## src/rtl/cfgld_pkg.sv

```systemverilog
package cfgld_pkg;

   // Block type codes carried in header byte 0 bits [1:0]
   typedef enum logic [1:0] {
      BT_SINGLE = 2'd0,
      BT_SEQ    = 2'd1,
      BT_DONE   = 2'd2,
      BT_BAD    = 2'd3
   } blk_type_e;

   // Which byte of the current block comes next
   typedef enum logic [2:0] {
      PH_HDR0,
      PH_HDR1,
      PH_CNT0,
      PH_CNT1,
      PH_DATA,
      PH_CKS
   } phase_e;

   typedef enum logic [1:0] {
      ST_IDLE,
      ST_FETCH,
      ST_WRITE,
      ST_END
   } state_e;

   localparam int CNT_W = 16;

endpackage

```

## src/rtl/cfgld_fetch.sv

```systemverilog
// Byte fetch: request pointer and running byte sum
module cfgld_fetch #(
   parameter int EE_AW = 16
) (
   input  logic             clk,
   input  logic             rst_n,
   input  logic             want,
   input  logic             rd_ack,
   input  logic [7:0]       rd_data,
   output logic             rd_req,
   output logic [EE_AW-1:0] rd_addr,
   output logic             byte_vld,
   output logic [7:0]       byte_q,
   output logic [7:0]       sum_q
);
   logic [EE_AW-1:0] ptr_q;
   logic [7:0]       acc_q;

   assign rd_req   = want;
   assign byte_vld = want & rd_ack;
   assign byte_q   = rd_data;
   assign rd_addr  = ptr_q;
   assign sum_q    = acc_q;

   always_ff @(posedge clk) begin
      if (!rst_n) begin
         ptr_q <= '0;
         acc_q <= '0;
      end else if (byte_vld) begin
         ptr_q <= ptr_q + EE_AW'(1);
         acc_q <= acc_q + rd_data;
      end
   end
endmodule

```

## src/rtl/cfgld_wport.sv

```systemverilog
// CSR write port: mapping decision and valid/ready completion
module cfgld_wport #(
   parameter int SEL_W  = 2,
   parameter int SPACES = 3
) (
   input  logic             arm,
   input  logic [SEL_W-1:0] sel,
   input  logic             map_hit,
   input  logic             wr_ready,
   output logic             wr_valid,
   output logic             fin,
   output logic             skip
);
   logic space_ok;
   logic mapped;

   assign space_ok = (int'(sel) < SPACES);
   assign mapped   = map_hit & space_ok;
   assign wr_valid = arm & mapped;
   assign skip     = arm & ~mapped;
   assign fin      = arm & (~mapped | wr_ready);
endmodule

```

## src/rtl/cfgld_seq.sv

```systemverilog
// Block parser and sequencing state machine
module cfgld_seq
   import cfgld_pkg::*;
#(
   parameter int CSR_AW = 14,
   parameter int DW     = 32
) (
   input  logic              clk,
   input  logic              rst_n,
   input  logic              byte_vld,
   input  logic [7:0]        byte_q,
   input  logic [7:0]        sum_q,
   input  logic              fin,
   input  logic              skip,
   output logic              want,
   output logic              arm,
   output logic [CSR_AW-1:0] tgt_addr,
   output logic [DW-1:0]     tgt_data,
   output logic              fin_done,
   output logic              halt,
   output logic              e_unm,
   output logic              e_cks,
   output logic              e_fmt
);
   localparam int NB     = DW / 8;
   localparam int LANE_W = (NB > 1) ? $clog2(NB) : 1;

   state_e            st_q;
   phase_e            ph_q;
   blk_type_e         typ_q;
   logic [CSR_AW-1:0] addr_q;
   logic [CNT_W-1:0]  cnt_q;
   logic [LANE_W-1:0] lane_q;
   logic [7:0]        snap_q;
   logic              halt_q, unm_q, cks_q, fmt_q;
   logic              lane_we;
   logic [7:0]        cks_sum;
   logic [DW-1:0]     data_q;

   assign want     = (st_q == ST_FETCH);
   assign arm      = (st_q == ST_WRITE);
   assign fin_done = (st_q == ST_END);
   assign tgt_addr = addr_q;
   assign tgt_data = data_q;
   assign halt     = halt_q;
   assign e_unm    = unm_q;
   assign e_cks    = cks_q;
   assign e_fmt    = fmt_q;
   assign lane_we  = want & byte_vld & (ph_q == PH_DATA);
   assign cks_sum  = snap_q + byte_q;

   // One register per data byte lane
   for (genvar g = 0; g < NB; g++) begin : g_lane
      always_ff @(posedge clk) begin
         if (!rst_n)
            data_q[g*8 +: 8] <= '0;
         else if (lane_we && (int'(lane_q) == g))
            data_q[g*8 +: 8] <= byte_q;
      end
   end

   always_ff @(posedge clk) begin
      if (!rst_n) begin
         st_q   <= ST_IDLE;
         ph_q   <= PH_HDR0;
         typ_q  <= BT_SINGLE;
         addr_q <= '0;
         cnt_q  <= '0;
         lane_q <= '0;
         snap_q <= '0;
         halt_q <= 1'b0;
         unm_q  <= 1'b0;
         cks_q  <= 1'b0;
         fmt_q  <= 1'b0;
      end else begin
         case (st_q)
            ST_IDLE: st_q <= ST_FETCH;
            ST_FETCH: begin
               if (byte_vld) begin
                  case (ph_q)
                     PH_HDR0: begin
                        typ_q       <= blk_type_e'(byte_q[1:0]);
                        addr_q[7:0] <= {byte_q[7:2], 2'b00};
                        snap_q      <= sum_q;
                        if (blk_type_e'(byte_q[1:0]) == BT_BAD) begin
                           fmt_q <= 1'b1;
                           st_q  <= ST_END;
                        end else begin
                           ph_q <= PH_HDR1;
                        end
                     end
                     PH_HDR1: begin
                        addr_q[CSR_AW-1:8] <= byte_q[CSR_AW-9:0];
                        lane_q <= '0;
                        if (typ_q == BT_DONE)     ph_q <= PH_CKS;
                        else if (typ_q == BT_SEQ) ph_q <= PH_CNT0;
                        else                      ph_q <= PH_DATA;
                     end
                     PH_CNT0: begin
                        cnt_q[7:0] <= byte_q;
                        ph_q       <= PH_CNT1;
                     end
                     PH_CNT1: begin
                        cnt_q[15:8] <= byte_q;
                        if ({byte_q, cnt_q[7:0]} == '0) ph_q <= PH_HDR0;
                        else                            ph_q <= PH_DATA;
                     end
                     PH_DATA: begin
                        lane_q <= lane_q + LANE_W'(1);
                        if (int'(lane_q) == NB - 1) st_q <= ST_WRITE;
                     end
                     PH_CKS: begin
                        if (cks_sum != 8'h00) begin
                           cks_q  <= 1'b1;
                           halt_q <= 1'b1;
                        end
                        st_q <= ST_END;
                     end
                     default: ph_q <= PH_HDR0;
                  endcase
               end
            end
            ST_WRITE: begin
               if (fin) begin
                  if (skip) unm_q <= 1'b1;
                  lane_q <= '0;
                  st_q   <= ST_FETCH;
                  if (typ_q == BT_SEQ && cnt_q != CNT_W'(1)) begin
                     cnt_q  <= cnt_q - CNT_W'(1);
                     addr_q <= addr_q + CSR_AW'(4);
                     ph_q   <= PH_DATA;
                  end else begin
                     ph_q <= PH_HDR0;
                  end
               end
            end
            default: st_q <= ST_END;
         endcase
      end
   end
endmodule

```

## src/rtl/cfgld_top.sv

```systemverilog
module cfgld_top #(
   parameter int         EE_AW     = 16,
   parameter int         CSR_AW    = 14,
   parameter int         DW        = 32,
   parameter int         SPACE_LSB = 12,
   parameter int         SPACES    = 3,
   parameter logic [6:0] DEV_FIX   = 7'h50
) (
   input  logic              clk,
   input  logic              rst_n,
   input  logic [3:0]        strap_addr,
   output logic [6:0]        ee_dev,
   output logic              ee_rd_req,
   output logic [EE_AW-1:0]  ee_rd_addr,
   input  logic              ee_rd_ack,
   input  logic [7:0]        ee_rd_data,
   output logic              csr_wr_valid,
   input  logic              csr_wr_ready,
   output logic [CSR_AW-1:0] csr_wr_addr,
   output logic [DW-1:0]     csr_wr_data,
   input  logic              csr_map_hit,
   output logic              busy,
   output logic              done,
   output logic              halt_req,
   output logic              err_unmapped,
   output logic              err_cksum,
   output logic              err_format
);
   localparam int SEL_W = CSR_AW - SPACE_LSB;

   if (CSR_AW < 10 || CSR_AW > 16) begin : g_bad_aw
      $error("cfgld_top: CSR_AW must lie in 10..16");
   end
   if (DW < 8 || (DW % 8) != 0) begin : g_bad_dw
      $error("cfgld_top: DW must be a multiple of 8");
   end
   if (SPACE_LSB < 2 || SPACE_LSB >= CSR_AW) begin : g_bad_lsb
      $error("cfgld_top: SPACE_LSB out of range");
   end
   if (SPACES < 1 || SPACES >= (1 << SEL_W)) begin : g_bad_sp
      $error("cfgld_top: SPACES must leave one reserved space");
   end
   if (EE_AW < 4) begin : g_bad_ee
      $error("cfgld_top: EE_AW too small");
   end

   logic       want, arm, byte_vld, fin, skip, fin_done;
   logic [7:0] byte_q, sum_q;

   assign ee_dev = {DEV_FIX[6:5], strap_addr, DEV_FIX[0]};

   cfgld_fetch #(.EE_AW(EE_AW)) u_fetch (
      .clk      (clk),
      .rst_n    (rst_n),
      .want     (want),
      .rd_ack   (ee_rd_ack),
      .rd_data  (ee_rd_data),
      .rd_req   (ee_rd_req),
      .rd_addr  (ee_rd_addr),
      .byte_vld (byte_vld),
      .byte_q   (byte_q),
      .sum_q    (sum_q)
   );

   cfgld_seq #(.CSR_AW(CSR_AW), .DW(DW)) u_seq (
      .clk      (clk),
      .rst_n    (rst_n),
      .byte_vld (byte_vld),
      .byte_q   (byte_q),
      .sum_q    (sum_q),
      .fin      (fin),
      .skip     (skip),
      .want     (want),
      .arm      (arm),
      .tgt_addr (csr_wr_addr),
      .tgt_data (csr_wr_data),
      .fin_done (fin_done),
      .halt     (halt_req),
      .e_unm    (err_unmapped),
      .e_cks    (err_cksum),
      .e_fmt    (err_format)
   );

   cfgld_wport #(.SEL_W(SEL_W), .SPACES(SPACES)) u_wport (
      .arm      (arm),
      .sel      (csr_wr_addr[CSR_AW-1:SPACE_LSB]),
      .map_hit  (csr_map_hit),
      .wr_ready (csr_wr_ready),
      .wr_valid (csr_wr_valid),
      .fin      (fin),
      .skip     (skip)
   );

   assign done = fin_done;
   assign busy = ~fin_done;
endmodule

```

## config.mk

```make
export PLATFORM = sky130hd
export DESIGN_NAME = cfgld_top
export DESIGN_NICKNAME = d
export VERILOG_FILES = /design/src/rtl/cfgld_pkg.sv /design/src/rtl/cfgld_fetch.sv /design/src/rtl/cfgld_wport.sv /design/src/rtl/cfgld_seq.sv /design/src/rtl/cfgld_top.sv
export SDC_FILE = /design/constraint.sdc
export NUM_CORES = 1
export LEC_CHECK = 0
export BUFFER_PORTS_ARGS = -buffer_cell sky130_fd_sc_hd__buf_2
export CORE_UTILIZATION = 43
export CTS_BUF_LIST = sky130_fd_sc_hd__clkbuf_4 sky130_fd_sc_hd__clkbuf_8
export DETAILED_ROUTE_END_ITERATION = 7
export GPL_TIMING_DRIVEN = 0
export HOLD_SLACK_MARGIN = 0.02
export PLACE_DENSITY = 0.71
export SYNTH_ARGS = -nofsm -noshare
export SYNTH_HDL_FRONTEND = slang
export SYNTH_SLANG_ARGS = --single-unit
```

## constraint.sdc

```tcl
create_clock -name clk -period 2.6 [get_ports clk]
set_input_delay 0.52 -clock clk [delete_from_list [all_inputs] [get_ports clk]]
set_output_delay 0.52 -clock clk [all_outputs]
set_load 0.1 [all_outputs]
```

==> results, run 1 <==
- The number of cells in the finished layout apart from fillers is 985.
- The overall die height is 117 microns.
- The cell depth of the worst hold path is 3.
- The post-synthesis share of cell area spent on full adders, half adders and majority gates is 5.73%.
- The capturing element type of the critical path is an output pin.
- The detail-routed via count per cell is 5.77.
- Once layout is complete, the utilization of the core stands at 51.6%.
- The flow ran to the end, and the final reports show no timing, DRC or antenna violations.
- Summing over every cut layer, the via total after detailed routing is 5682.
- The fraction of layout instances using a drive strength above 1 is 17.0%.
- The detailed placement HPWL is 11800 microns.
- The total power density per cell area is 555 mW/mm^2.
- The boundary pin count is 94.
- After detailed routing, the average wire length per cell comes to 17.0 microns.
- Clock skew on the completed layout was measured at 0.0119 ns.
- The final setup violation count is 0.
- The net switching power figure is 1220 uW.
- The count of buffers from port buffering is 83.
- At the worst endpoint, the required time is 2.08 ns.
- The count of instances resized after the clock tree is built is 0.
- Along the worst path, the maximum fanout reaches 6.
- The overall routing resource usage is 24.5%.
- After synthesis the cells add up to 0.00572 sq mm.
- The count of inserted antenna diode cells is 0.
- For hold timing, the worst endpoint is u_fetch.sum_q[7].
- The number of DRC violations after detailed routing is 0.
- The count of buffers added by post-CTS timing repair for setup is 0.
- The max-cap violation count is 0.
- Entering global routing, the biggest net connects 18 pins.
- In this run, the number of DRC markers left after iteration 0 of detailed routing was 534.
- STA classifies the critical path startpoint as a register.
- The switching share of total power is 33.5%.
- The register-to-register setup slack is 0.25 ns.
- The final number of hold-violating endpoints was 0.
- The most used flip-flop cell after synthesis is sky130_fd_sc_hd__dfxtp_1.
- Summed over all nets, wire length on met2 after detailed routing comes to 7300 microns.
- The instance count of the mapped netlist is 712.
- The effective utilization at floorplan is 44.8%.
- The number of buffers created by CTS is 9.
- The share of power burned in registers is 46.3%.
- The number of antenna violations at the first check in global routing came to 0.
- The part of the power in combinational logic is 21.4%.
- The post-detailed-route count of antenna-violating nets is 0.
- The worst slew slack as a fraction of its limit is 31.8%.
- The endpoint of the lowest-slack register-to-register path is u_seq.cnt_q[9].
- Summing the areas of all compound-gate instances in the mapped netlist gives 22.2% of the synthesized area.
- The maximum clock frequency is 417 MHz.
- The final wirelength is 16700 microns.
- The number of pins with negative max-slew slack in the final report came to 0.
- The number of distinct library cells after synthesis is 74.
- The met1 wire length is 7710 microns.
- The analysis attributes to cell leakage a power of 0.00265 uW.
- The endpoint arrival time on the critical path is 1.88 ns.
- The maximum buffer depth of the clock tree is 2.
- The number of optimization iterations in the first detailed-route pass is 7.
- After synthesis, the largest family of logic cells by area is simple AND/OR/NAND/NOR gates.
- The clock network is responsible for 32.3% of the overall power.
- The origin of the worst min-delay path is rst_n.
- Measured along the x axis, the die boundary spans 117 microns.
- Across the VDD grid, the largest voltage drop is 0.300 mV.
- The count of placed standard cells including taps is 970.
- The multiplexer share of the synthesized area is 1.75%.
- The hold buffer count at cts is 0.
- The first-pass GRT wire length is 27000 microns.
- The via count of the first global-routing pass is 5217.
- Global routing finished with a remaining overflow of 0.
- The row count is 41.
- The congestion estimate from routability-driven global placement came to 0.895.
- The number of clock sinks seen by CTS is 104.
- Setup repair after global routing left no endpoint under its margin.
- The core footprint is 0.0128 sq mm.
- In this run, synthesis produced a sequential element count of 104.
- The async set-or-reset flop fraction in the synthesized netlist is 0%.
- The path class of the lowest-slack min-delay path is in2reg.
- Counting flops with a built-in enable in the synthesized netlist gives 0.
- The H-tree generated during clock tree synthesis spans 3 levels.
- The TritonCTS clock tree is yes.
- The die footprint is 0.0138 sq mm.
- The final clock period utilization by the worst path is 92.1%.
- At the pin with the least slew margin, the transition time is 1.02 ns.
- A synthesized cell averages 8.03 sq um.
- After detailed routing, no signal wire sits above met4.
- The clock reaches the later pin of the worst-skew pair after 0.39 ns.
- For this run, the post-layout net count is 850.
- The minimum period implied by the final worst setup slack is 2.40 ns.
- The Yosys warning count is 0.
- The synthesized netlist devotes 24.4% of its cell area to simple gates.
- The clock transition at the registers of the reported paths is 0.10 ns.
- The tree is rooted in a sky130_fd_sc_hd__clkbuf_8.
- Sequential cells were found to cover 36.4% of the synthesized design area.
- The design internal power is 2430 uW.
- Counting cells, the worst reg-to-reg path comes to 6.
- The critical path class is reg2out.
- The xor/xnor share of the synthesized area is 3.22%.
- The startpoint identified for the worst register-to-register timing path is u_seq.tgt_addr[12].
- Summed over all nets, wire length on met3 after detailed routing comes to 1340 microns.
- Compared with the post-synthesis result, the final layout area differs by 15.2%.
[layout make-up]
class | instances | area, sq um
fill | 1275 | 6190
multi-input combinational | 541 | 3290
sequential | 104 | 2080
timing repair buffer | 83 | 415
buffer | 52 | 288
tap | 172 | 215
clock buffer | 11 | 145
clock inverter | 5 | 86.3
inverter | 17 | 63.8
[per-layer routing]
metal	vias up	global-route usage [%]
met3	36	4.09
met1	2662	34.6
met2	247	36.4
met4	0	10.6
met5	-	0
li1	2737	-
[cells by family (layout without fill, tap and decap cells)]
group / Yosys count / count (layout)
buf+inv: 70 / 168
fa+ha+maj: 25 / 25
mux: 10 / 10
xor+xnor: 21 / 21
compound gates: 190 / 190
other cells: 2 / 5
simple gates: 290 / 290
flops: 104 / 104
[power groups by stage]
stage	Combinational (uW)	Clock (uW)	Sequential, uW
floorplan	464	0	1850
global placement	764	0	1730
detailed placement	770	0	1730
CTS	772	1190	1690
global route	836	1250	1700
finish	784	1180	1690
[cell usage in the layout, fill, tap and decap left out, types with 15 or more instances in the layout]
cell type / netlist / routed
sky130_fd_sc_hd__a21oi_1: 65 / 65
sky130_fd_sc_hd__buf_2: 5 / 88
sky130_fd_sc_hd__clkbuf_1: 28 / 27
sky130_fd_sc_hd__dfxtp_1: 104 / 104
sky130_fd_sc_hd__ha_1: 23 / 23
sky130_fd_sc_hd__inv_1: 16 / 16
sky130_fd_sc_hd__nand2_1: 110 / 110
sky130_fd_sc_hd__nand3_1: 43 / 43
sky130_fd_sc_hd__nor2_1: 53 / 53
sky130_fd_sc_hd__nor3_1: 17 / 17
sky130_fd_sc_hd__o21ai_0: 24 / 24
sky130_fd_sc_hd__o311ai_1: 15 / 15
[per-stage QoR]
stage               instance area (sq um)  setup WS (ns)  power, uW  hold WS [ns]  TNS, ns
floorplan                            5730          0.123       2310         0.440        0
global placement                     6360         -0.161       2490         0.443   -0.322
detailed placement                   6360         -0.171       2500         0.446   -0.337
CTS                                  6590          0.215       3650         0.417        0
global route                         6590          0.138       3790         0.430        0
finish                               6590          0.204       3650         0.425        0
[synth_stat cells (all sizes together) (3+ instances only)]
| library cell | count | area share, % |
|---|---|---|
| inv | 16 | 1.1 |
| o31a | 6 | 0.92 |
| xnor2 | 12 | 1.8 |
| nand3 | 43 | 3.8 |
| a31oi | 11 | 1.2 |
| o2111ai | 3 | 0.46 |
| nor2b | 3 | 0.33 |
| o21a | 9 | 1.3 |
| nor3 | 18 | 1.7 |
| or4 | 3 | 0.39 |
| nor4b | 4 | 0.61 |
| buf | 25 | 3.3 |
| ha | 23 | 5.0 |
| nor2 | 53 | 3.5 |
| o311ai | 16 | 2.5 |
| xor2 | 9 | 1.4 |
| nand2 | 110 | 7.2 |
| or2 | 3 | 0.33 |
| a21oi | 66 | 5.8 |
| and3 | 9 | 0.98 |
| dfxtp | 104 | 36 |
| and2 | 5 | 0.55 |
| mux2i | 10 | 1.8 |
| o22ai | 3 | 0.44 |
| nand4 | 7 | 0.88 |
| or3 | 5 | 0.55 |
| nand2b | 11 | 1.2 |
| o211ai | 3 | 0.39 |
| clkbuf | 28 | 1.8 |
| a21boi | 5 | 0.66 |
| nor4 | 9 | 1.4 |
| a211oi | 4 | 0.53 |
| o31ai | 16 | 2.5 |
| o21ai | 31 | 2.8 |
[state kept, by name, indices dropped and copies added (netlist names)]
name,flops
u_fetch.sum_q,8
u_seq.st_q,2
u_seq.snap_q,8
u_seq.typ_q,2
u_seq.cnt_q,16
u_seq.e_fmt,1
u_seq.tgt_data,32
u_seq.ph_q,3
u_seq.e_cks,1
u_seq.tgt_addr,12
u_seq.e_unm,1
u_seq.lane_q,2
u_fetch.rd_addr,16
[worst max path at each step]
stage	from	to	slack (ns)	cells past startpoint
2_1_floorplan	u_seq.tgt_addr[2]	u_seq.tgt_addr[12]	0.12	6
3_3_place_gp	ee_rd_data[1]	u_fetch.sum_q[4]	-0.16	9
3_5_place_dp	ee_rd_data[1]	u_fetch.sum_q[4]	-0.17	9
4_1_cts	u_seq.tgt_addr[12]	csr_wr_valid	0.22	4
5_1_grt	u_seq.tgt_addr[13]	csr_wr_valid	0.14	4
6_report	u_seq.tgt_addr[12]	csr_wr_valid	0.20	4
[critical path, stage by stage (launching register included)]
cell and delay (ns):
sky130_fd_sc_hd__dfxtp_1 0.37, sky130_fd_sc_hd__a21boi_1 0.45, sky130_fd_sc_hd__nand2_1 0.17, sky130_fd_sc_hd__inv_1 0.08, sky130_fd_sc_hd__buf_2 0.42
No activity file was read; power rests on OpenSTA's default activity.
==> inputs of run 2 (changes only) <==
--- a/config.mk
+++ b/config.mk
@@ -5,6 +5,7 @@
 export SDC_FILE = /design/constraint.sdc
 export NUM_CORES = 1
 export LEC_CHECK = 0
+export ABC_AREA = 1
 export BUFFER_PORTS_ARGS = -buffer_cell sky130_fd_sc_hd__buf_2
 export CORE_UTILIZATION = 43
 export CTS_BUF_LIST = sky130_fd_sc_hd__clkbuf_4 sky130_fd_sc_hd__clkbuf_8
==> results, run 2 <==
- The run finished with clean final reports.
- The flip-flop count of the largest register, all copies and words added came to 32 (unchanged).
- The async set-or-reset flop fraction in the synthesized netlist is 0% (unchanged).
- The most common cell after layout, fill and taps aside is sky130_fd_sc_hd__nand2_1.
- The part of the power in combinational logic is 26.4% (+5.0 points).
- The average wire length per cell after detail routing was 14.3 microns (-16%).
- The worst clock skew was 0.0146 ns (+0.00269 ns).
- The measured slew at the worst slew-check pin is 0.667 ns (-0.351 ns).
- The peak fanout along the critical path is 10 (+4).
- The count of buffers from port buffering was 83 (unchanged).
- The first-pass GRT wire length is 25600 microns (-5.1%).
- The maximum number of pins on one net before global-route repair was 21 (+3).
- The instance count of the mapped netlist was 828 (+16%).
- The count of inserted antenna diode cells is 0 (unchanged).
- The post-synthesis cell area is 0.00575 sq mm (+0.48%).
- The post-detailed-route count of antenna-violating nets is 0 (unchanged).
- The number of vias after detailed routing was 5667 (-0.26%).
- The row count came to 41 (unchanged).
- The max-cap violation count is 0 (unchanged).
- The area share of the leading cell type in the synthesized netlist is 36.2% (-0.17 points).
- The maximum buffer depth of the clock tree is 2 (unchanged).
- The core footprint is 0.0128 sq mm (+0.40%).
- The required time at the endpoint of the critical path came to 2.08 ns (about the same).
- The most area-hungry cell type in the Yosys netlist is sky130_fd_sc_hd__dfxtp_1.
- The horizontal extent of the die came to 118 microns (+0.23%).
- The number of filler instances in the final layout was 1313 (+3.0%).
- The number of distinct library cells after synthesis came to 41 (-45%).
- The TritonCTS clock tree is yes.
- The H-tree depth reported by CTS is 3 (unchanged).
- The total power density per cell area is 589 mW/mm^2 (+6.3%).
- The number of clock sinks seen by CTS is 104 (unchanged).
- The minimum period implied by the final worst setup slack is 2.48 ns (+0.0870 ns).
- The cell leakage power is 0.00330 uW (+25%).
- The final number of hold-violating endpoints came to 0 (unchanged).
- The net switching power figure came to 1480 uW (+21%).
- The multiplexer share of the synthesized area is 0% (-1.8 points).
- The clock power share is 29.0% (-3.3 points).
- The final clock period utilization by the worst path is 95.5% (+3.3 points).
- The number of antenna violations at the first check in global routing is 0 (unchanged).
- The commonest cells after synthesis are sky130_fd_sc_hd__nand2_1, sky130_fd_sc_hd__dfxtp_1, sky130_fd_sc_hd__nor2_1.
- The maximum resistive drop on vdd was 0.270 mV (-10%).
- The number of DRC violations after detailed routing is 0 (unchanged).
- The clock transition at the registers of the reported paths is 0.11 ns (about the same).
- The number of optimization iterations in the first detailed-route pass is 5 (-2).
- The per-instance average area after synthesis is 6.94 sq um (-14%).
- The fraction of layout instances using a drive strength above 1 is 17.0% (about the same).
- The number of nets in the layout is 967 (+14%).
- CTS placed an instance of sky130_fd_sc_hd__clkbuf_8 at the clock tree root.
- The die footprint is 0.0138 sq mm (+0.47%).
- The compound-cell area share of the yosys netlist was 17.6% (-4.6 points).
- The insertion delay of the later-clocked pin in the worst-skew pair is 0.39 ns (about the same).
- The fraction of the yosys area taken by sequential cells is 36.2% (-0.17 points).
- The placer's final routability congestion estimate is 0.928 (+3.7%).
- The xor/xnor share of the synthesized area came to 2.59% (-0.63 points).
- The switching share of total power is 38.0% (+4.6 points).
- The layout overhead on the synthesized area is 15.1% (about the same).
- The worst slew slack as a fraction of its limit is 55.5% (+24 points).
- The Yosys warning count was 0 (unchanged).
- The detail-routed via count per cell is 5.14 (-11%).
- The share of power burned in registers is 44.6% (-1.7 points).
- The boundary pin count is 94 (unchanged).
- The effective utilization at floorplan is 44.8% (about the same).
- The worst-case hold slack is 0.479 ns (+0.0541 ns).
- The detailed router's first-iteration violation count is 421 (-21%).
- By area, the combinational part of the netlist is dominated by simple AND/OR/NAND/NOR gates.
- The capturing element type of the critical path is an output pin.
- The library cells used most frequently in the layout, excluding fill and tap cells, are sky130_fd_sc_hd__nand2_1, sky130_fd_sc_hd__dfxtp_1, sky130_fd_sc_hd__nor2_1, sky130_fd_sc_hd__inv_1, sky130_fd_sc_hd__a21oi_1.
- The design internal power is 2420 uW (-0.60%).
- The detailed placement HPWL is 11500 microns (-2.0%).
- The final-layout setup total negative slack came to 0 ns (unchanged).
- The number of buffers created by CTS was 9 (unchanged).
- The post-synthesis share of cell area spent on full adders, half adders and majority gates is 5.71% (-0.027 points).
- Among all flip-flop cells after synthesis, the most frequent one is sky130_fd_sc_hd__dfxtp_1.
- After synthesis, the cell types taking the most area are sky130_fd_sc_hd__dfxtp_1, sky130_fd_sc_hd__nand2_1, sky130_fd_sc_hd__a21oi_1.
- The remaining global-route overflow came to 0 (unchanged).
- The overall routing resource usage is 23.1% (-1.4 points).
- STA classifies the critical path startpoint as a register.
- The path class of the lowest-slack min-delay path is reg2reg.
- The overall die height came to 118 microns (+0.23%).
- The final wirelength is 15700 microns (-6.2%).
- The maximum clock frequency was 403 MHz (-3.5%).
- The most common cell in the synthesized netlist is sky130_fd_sc_hd__nand2_1.
- The register bit total from synthesis is 104 (unchanged).
- The critical path class is reg2out.
- The number of enable-type register cells in the synthesized netlist is 0 (unchanged).
- Setup repair after global routing left no endpoint under its margin.
- The endpoint arrival time on the critical path was 1.96 ns (+0.08 ns).
- The simple-gate share of the synthesized area is 27.1% (+2.8 points).
- The number of pins with negative max-slew slack in the final report is 0 (unchanged).
- The via count of the first global-routing pass came to 5250 (+0.63%).
- The final setup violation count is 0 (unchanged).
## run 2: cell count changes in the layout (fill, tap and decap cells not counted), sizes merged, moves of 8 or more
cell / previous run / this run
inv: 18 / 107
nor2: 53 / 110
nand2: 110 / 164
o21ai: 31 / 81
a21oi: 66 / 92
o311ai: 16 / 0
clkbuf: 38 / 27
nand2b: 11 / 0
mux2i: 10 / 0
o31ai: 16 / 6
xnor2: 12 / 2
a31oi: 11 / 2
nor4: 9 / 0
and3: 9 / 1
## run 2: what timing repair did
item                                   4_1_cts  5_1_grt
resized for setup                            0        1
hold buffers                                 0        0
setup buffers                                0        0
endpoints found under the hold margin        0        0
setup endpoints to repair                    0        1
## run 2: cell families after synthesis
| kind of cell | after synthesis |
|---|---|
| AO/OA/AOI/OAI | 191 |
| XOR/XNOR | 17 |
| adder cells (fa/ha/maj) | 25 |
| buffers and inverters | 141 |
| flip-flops | 104 |
| other | 2 |
| AND/OR/NAND/NOR | 348 |
## run 2: final cells by class
cell class / instances / area (sq um) / area share [%]
sequential: 104 / 2080 / 31.5
timing repair buffer: 83 / 418 / 6.32
tap: 172 / 215 / 3.25
clock inverter: 7 / 97.6 / 1.48
inverter: 105 / 394 / 5.96
multi-input combinational: 586 / 3070 / 46.4
buffer: 36 / 215 / 3.25
clock buffer: 9 / 124 / 1.87
## run 2: worst max-delay path, stage by stage (launching register included)
cell	delay, ns
sky130_fd_sc_hd__dfxtp_1	0.42
sky130_fd_sc_hd__inv_2	0.08
sky130_fd_sc_hd__nor2_4	0.16
sky130_fd_sc_hd__inv_2	0.09
sky130_fd_sc_hd__clkbuf_1	0.30
sky130_fd_sc_hd__nor2_2	0.18
sky130_fd_sc_hd__clkbuf_4	0.33
## run 2: worst paths after layout
kind	start	endpoint	slack (ns)	cells past startpoint
max	u_seq.st_q[1]	csr_wr_valid	0.12	6
min	u_fetch.rd_addr[10]	u_fetch.rd_addr[10]	0.48	2
min reg2reg	u_fetch.rd_addr[10]	u_fetch.rd_addr[10]	0.48	2
max reg2reg	u_fetch.sum_q[0]	u_fetch.sum_q[6]	0.69	11
## run 2: metal layers
| layer | part of all wire, % | global-route usage [%] |
|---|---|---|
| met1 | 47 | 29.9 |
| met2 | 45 | 37.9 |
| met3 | 6.1 | 5.18 |
| met4 | 2.0 | 7.29 |
| met5 | 0 | 0 |
## run 2: per-stage QoR
| step | utilization, % | setup slack, ns | power, uW | instance area [sq um] | std cells |
|---|---|---|---|---|---|
| after floorplan | - | 0.169 | 2580 | 5760 | 831 |
| after global placement | 49.8 | 0.250 | 2780 | 6390 | 1086 |
| after detailed placement | 49.8 | 0.230 | 2790 | 6390 | 1086 |
| after CTS | 51.6 | 0.0129 | 3900 | 6610 | 1102 |
| after global routing | 51.6 | 0.0106 | 4090 | 6610 | 1102 |
| final | 51.6 | 0.117 | 3900 | 6610 | 1102 |
## run 2: power groups by stage
stage | clock, uW | sequential, uW | combinational [uW]
2_1_floorplan | 0 | 1940 | 640
3_3_place_gp | 0 | 1770 | 1000
3_5_place_dp | 0 | 1770 | 1020
4_1_cts | 1150 | 1740 | 1020
5_1_grt | 1210 | 1750 | 1140
6_report | 1130 | 1740 | 1030
==> inputs of run 3 (changes only) <==
--- a/config.mk
+++ b/config.mk
@@ -7,12 +7,12 @@
 export LEC_CHECK = 0
 export ABC_AREA = 1
 export BUFFER_PORTS_ARGS = -buffer_cell sky130_fd_sc_hd__buf_2
-export CORE_UTILIZATION = 43
+export CORE_UTILIZATION = 35
 export CTS_BUF_LIST = sky130_fd_sc_hd__clkbuf_4 sky130_fd_sc_hd__clkbuf_8
 export DETAILED_ROUTE_END_ITERATION = 7
 export GPL_TIMING_DRIVEN = 0
 export HOLD_SLACK_MARGIN = 0.02
-export PLACE_DENSITY = 0.71
+export PLACE_DENSITY = 0.61
 export SYNTH_ARGS = -nofsm -noshare
 export SYNTH_HDL_FRONTEND = slang
 export SYNTH_SLANG_ARGS = --single-unit
==> constraint.sdc (replaced) <==
create_clock -name clk -period 2.9 [get_ports clk]
set_input_delay 0.58 -clock clk [delete_from_list [all_inputs] [get_ports clk]]
set_output_delay 0.58 -clock clk [all_outputs]
set_load 0.1 [all_outputs]
==> results, run 3 (synthesis results as in run 2) <==
- The number of clock sinks seen by CTS is 104 (unchanged).
- The design internal power is 2170 uW (-10%).
- The total power density per cell area was 518 mW/mm^2 (-12%).
- The most repeated library cell on the critical path is sky130_fd_sc_hd__inv_2.
- The net switching power figure is 1280 uW (-14%).
- TritonCTS built the clock tree.
- Timing would allow up to 380 MHz.
- The hold buffer count at cts was 0 (unchanged).
- The number of vias after detailed routing came to 5566 (-1.8%).
- The summed area of non-filler cells in the final layout came to 0.00665 sq mm (+0.55%).
- The share of power burned in registers is 45.3% (+0.7 points).
- The maximum buffer depth of the clock tree is 2 (unchanged).
- The flow ran to the end, and the final reports show no timing, DRC or antenna violations.
- The fraction of layout instances using a drive strength above 1 is 17.0% (unchanged).
- The number of optimization iterations in the first detailed-route pass is 5 (unchanged).
- The capturing element type of the critical path is an output pin.
- The number of buffers created by CTS is 9 (unchanged).
- The maximum resistive drop on vdd is 0.291 mV (+7.8%).
- In the layout the commonest cells are sky130_fd_sc_hd__nand2_1, sky130_fd_sc_hd__dfxtp_1, sky130_fd_sc_hd__nor2_1, sky130_fd_sc_hd__inv_1, sky130_fd_sc_hd__a21oi_1.
- The path class of the lowest-slack min-delay path is reg2reg.
- The overall routing resource usage is 19.9% (-3.2 points).
- The worst-case hold slack came to 0.474 ns (-0.00444 ns).
- The overall power consumption came to 3440 uW (-12%).
- The count of instances resized after the clock tree is built is 0 (unchanged).
- In the finished design, the share of the clock period the worst path needs comes to 90.8%.
- The H-tree depth reported by CTS is 3 (unchanged).
- The first-pass GRT wire length is 25800 microns (+1.0%).
- The minimum period implied by the final worst setup slack is 2.63 ns.
- The insertion delay of the later-clocked pin in the worst-skew pair is 0.40 ns (about the same).
- The number of DRC violations after detailed routing is 0 (unchanged).
- The clock power share was 27.9% (-1.1 points).
- The part of the power in combinational logic is 26.8% (+0.4 points).
- The peak fanout along the critical path is 10 (unchanged).
- The final-layout setup total negative slack is 0 ns (unchanged).
- The maximum number of pins on one net before global-route repair is 18 (-14%).
- The detailed router's first-iteration violation count was 296 (-30%).
- The number of cells in the finished layout apart from fillers is 1146 (+4.0%).
- The number of nets in the layout is 967 (unchanged).
- The number of antenna violations at the first check in global routing is 0 (unchanged).
- The worst slew slack as a fraction of its limit is 54.6% (-0.97 points).
- The number of pins with negative max-slew slack in the final report is 0 (unchanged).
- The root buffer cell chosen for the clock tree is sky130_fd_sc_hd__clkbuf_8.
- The detail-routed via count per cell is 4.86 (-5.6%).
- The die footprint is 0.0169 sq mm (+22%).
- The final setup violation count is 0 (unchanged).
- The clock transition at the registers of the reported paths is 0.10 ns (about the same).
- The critical path goes through inv_2 -> nor2_4 -> inv_2 -> clkbuf_1 -> nor2_2 -> buf_2.
- The library cell used most frequently in the layout, excluding fill and tap cells, is sky130_fd_sc_hd__nand2_1.
- The average wire length per cell after detail routing is 14.1 microns (-0.84%).
- The via count of the first global-routing pass is 5079 (-3.3%).
- The boundary pin count is 94 (unchanged).
- The layout overhead on the synthesized area is 15.7%.
- Setup repair after global routing left no endpoint under its margin.
- The row count is 46 (+12%).
- The detailed placement HPWL was 12100 microns (+5.1%).
- The count of buffers from port buffering was 83 (unchanged).
- The final number of hold-violating endpoints came to 0 (unchanged).
- The slowest cell on the critical path is sky130_fd_sc_hd__buf_2.
- The cell leakage power came to 0.00329 uW (-0.33%).
- The required time at the endpoint of the critical path is 2.32 ns (+0.24 ns).
- The measured slew at the worst slew-check pin is 0.681 ns (+0.0145 ns).
- The remaining global-route overflow was 0 (unchanged).
- The max-cap violation count is 0 (unchanged).
- The switching share of total power is 37.1% (-0.96 points).
- The count of inserted antenna diode cells came to 0 (unchanged).
- The endpoint arrival time on the critical path is 2.05 ns (+0.09 ns).
- The effective utilization at floorplan is 36.0% (-8.8 points).
- The critical path's largest stage delay came to 0.43 ns (about the same).
- The flip-flop count of the largest register, all copies and words added is 32 (unchanged).
- The overall die height is 130 microns (+11%).
- The horizontal extent of the die is 130 microns (+11%).
- The instance area after placement is 0.00644 sq mm (+0.86%).
- The count of placed standard cells including taps is 1130 (+4.1%).
- The critical path in this run is classified as reg2out.
- The worst clock skew was 0.0157 ns (+0.00107 ns).
- The core footprint is 0.0159 sq mm (+24%).
- The count of buffers added by post-CTS timing repair for setup was 0 (unchanged).
- The placer's final routability congestion estimate is 0.889 (-4.2%).
- The post-detailed-route count of antenna-violating nets came to 0 (unchanged).
- STA classifies the critical path startpoint as a register.
- The final wirelength came to 16200 microns (+3.1%).
[run 3: stage by stage]
step | worst slack [ns] | utilization (%)
CTS | 0.229 | 41.7
finish | 0.268 | 41.7
floorplan | 0.409 | -
detailed placement | 0.424 | 40.4
global route | 0.141 | 41.7
global placement | 0.410 | 40.4
[run 3: routing by layer]
metal | vias to the layer above | GRT usage (%) | routed length (microns)
met1 | 2520 | 26.2 | 7620
met3 | 27 | 3.61 | 762
met2 | 144 | 32.1 | 7430
li1 | 2875 | - | -
met4 | 0 | 7.59 | 374
met5 | - | 0 | 0
[run 3: worst paths after layout]
kind / start / end / slack, ns / cells after the start
hold / removal: u_seq.e_cks / u_seq.e_cks / 0.47 / 2
setup / recovery: u_seq.st_q[1] / csr_wr_valid / 0.27 / 6
hold reg to reg: u_seq.e_cks / u_seq.e_cks / 0.47 / 2
setup reg to reg: u_fetch.sum_q[0] / u_fetch.sum_q[6] / 0.99 / 11
[run 3: final cells by class]
type | count | area, sq um
multi-input combinational | 586 | 3070
buffer | 36 | 215
clock inverter | 6 | 67.6
timing repair buffer | 83 | 415
fill | 1703 | 9290
tap | 216 | 270
inverter | 105 | 394
sequential | 104 | 2080
clock buffer | 10 | 138
[run 3: power by group through the flow]
stage | Sequential (uW) | Clock, uW | Combinational, uW
after floorplan | 1740 | 0 | 573
after global placement | 1590 | 0 | 913
after detailed placement | 1590 | 0 | 916
after CTS | 1560 | 987 | 921
after global routing | 1570 | 1030 | 1020
final | 1560 | 961 | 921
[run 3: worst max-delay path, delay by kind of cell (launching register included)]
| kind | cells | cell delay (ns) |
|---|---|---|
| buf+inv | 4 | 0.91 |
| flops | 1 | 0.41 |
| simple gates | 2 | 0.34 |
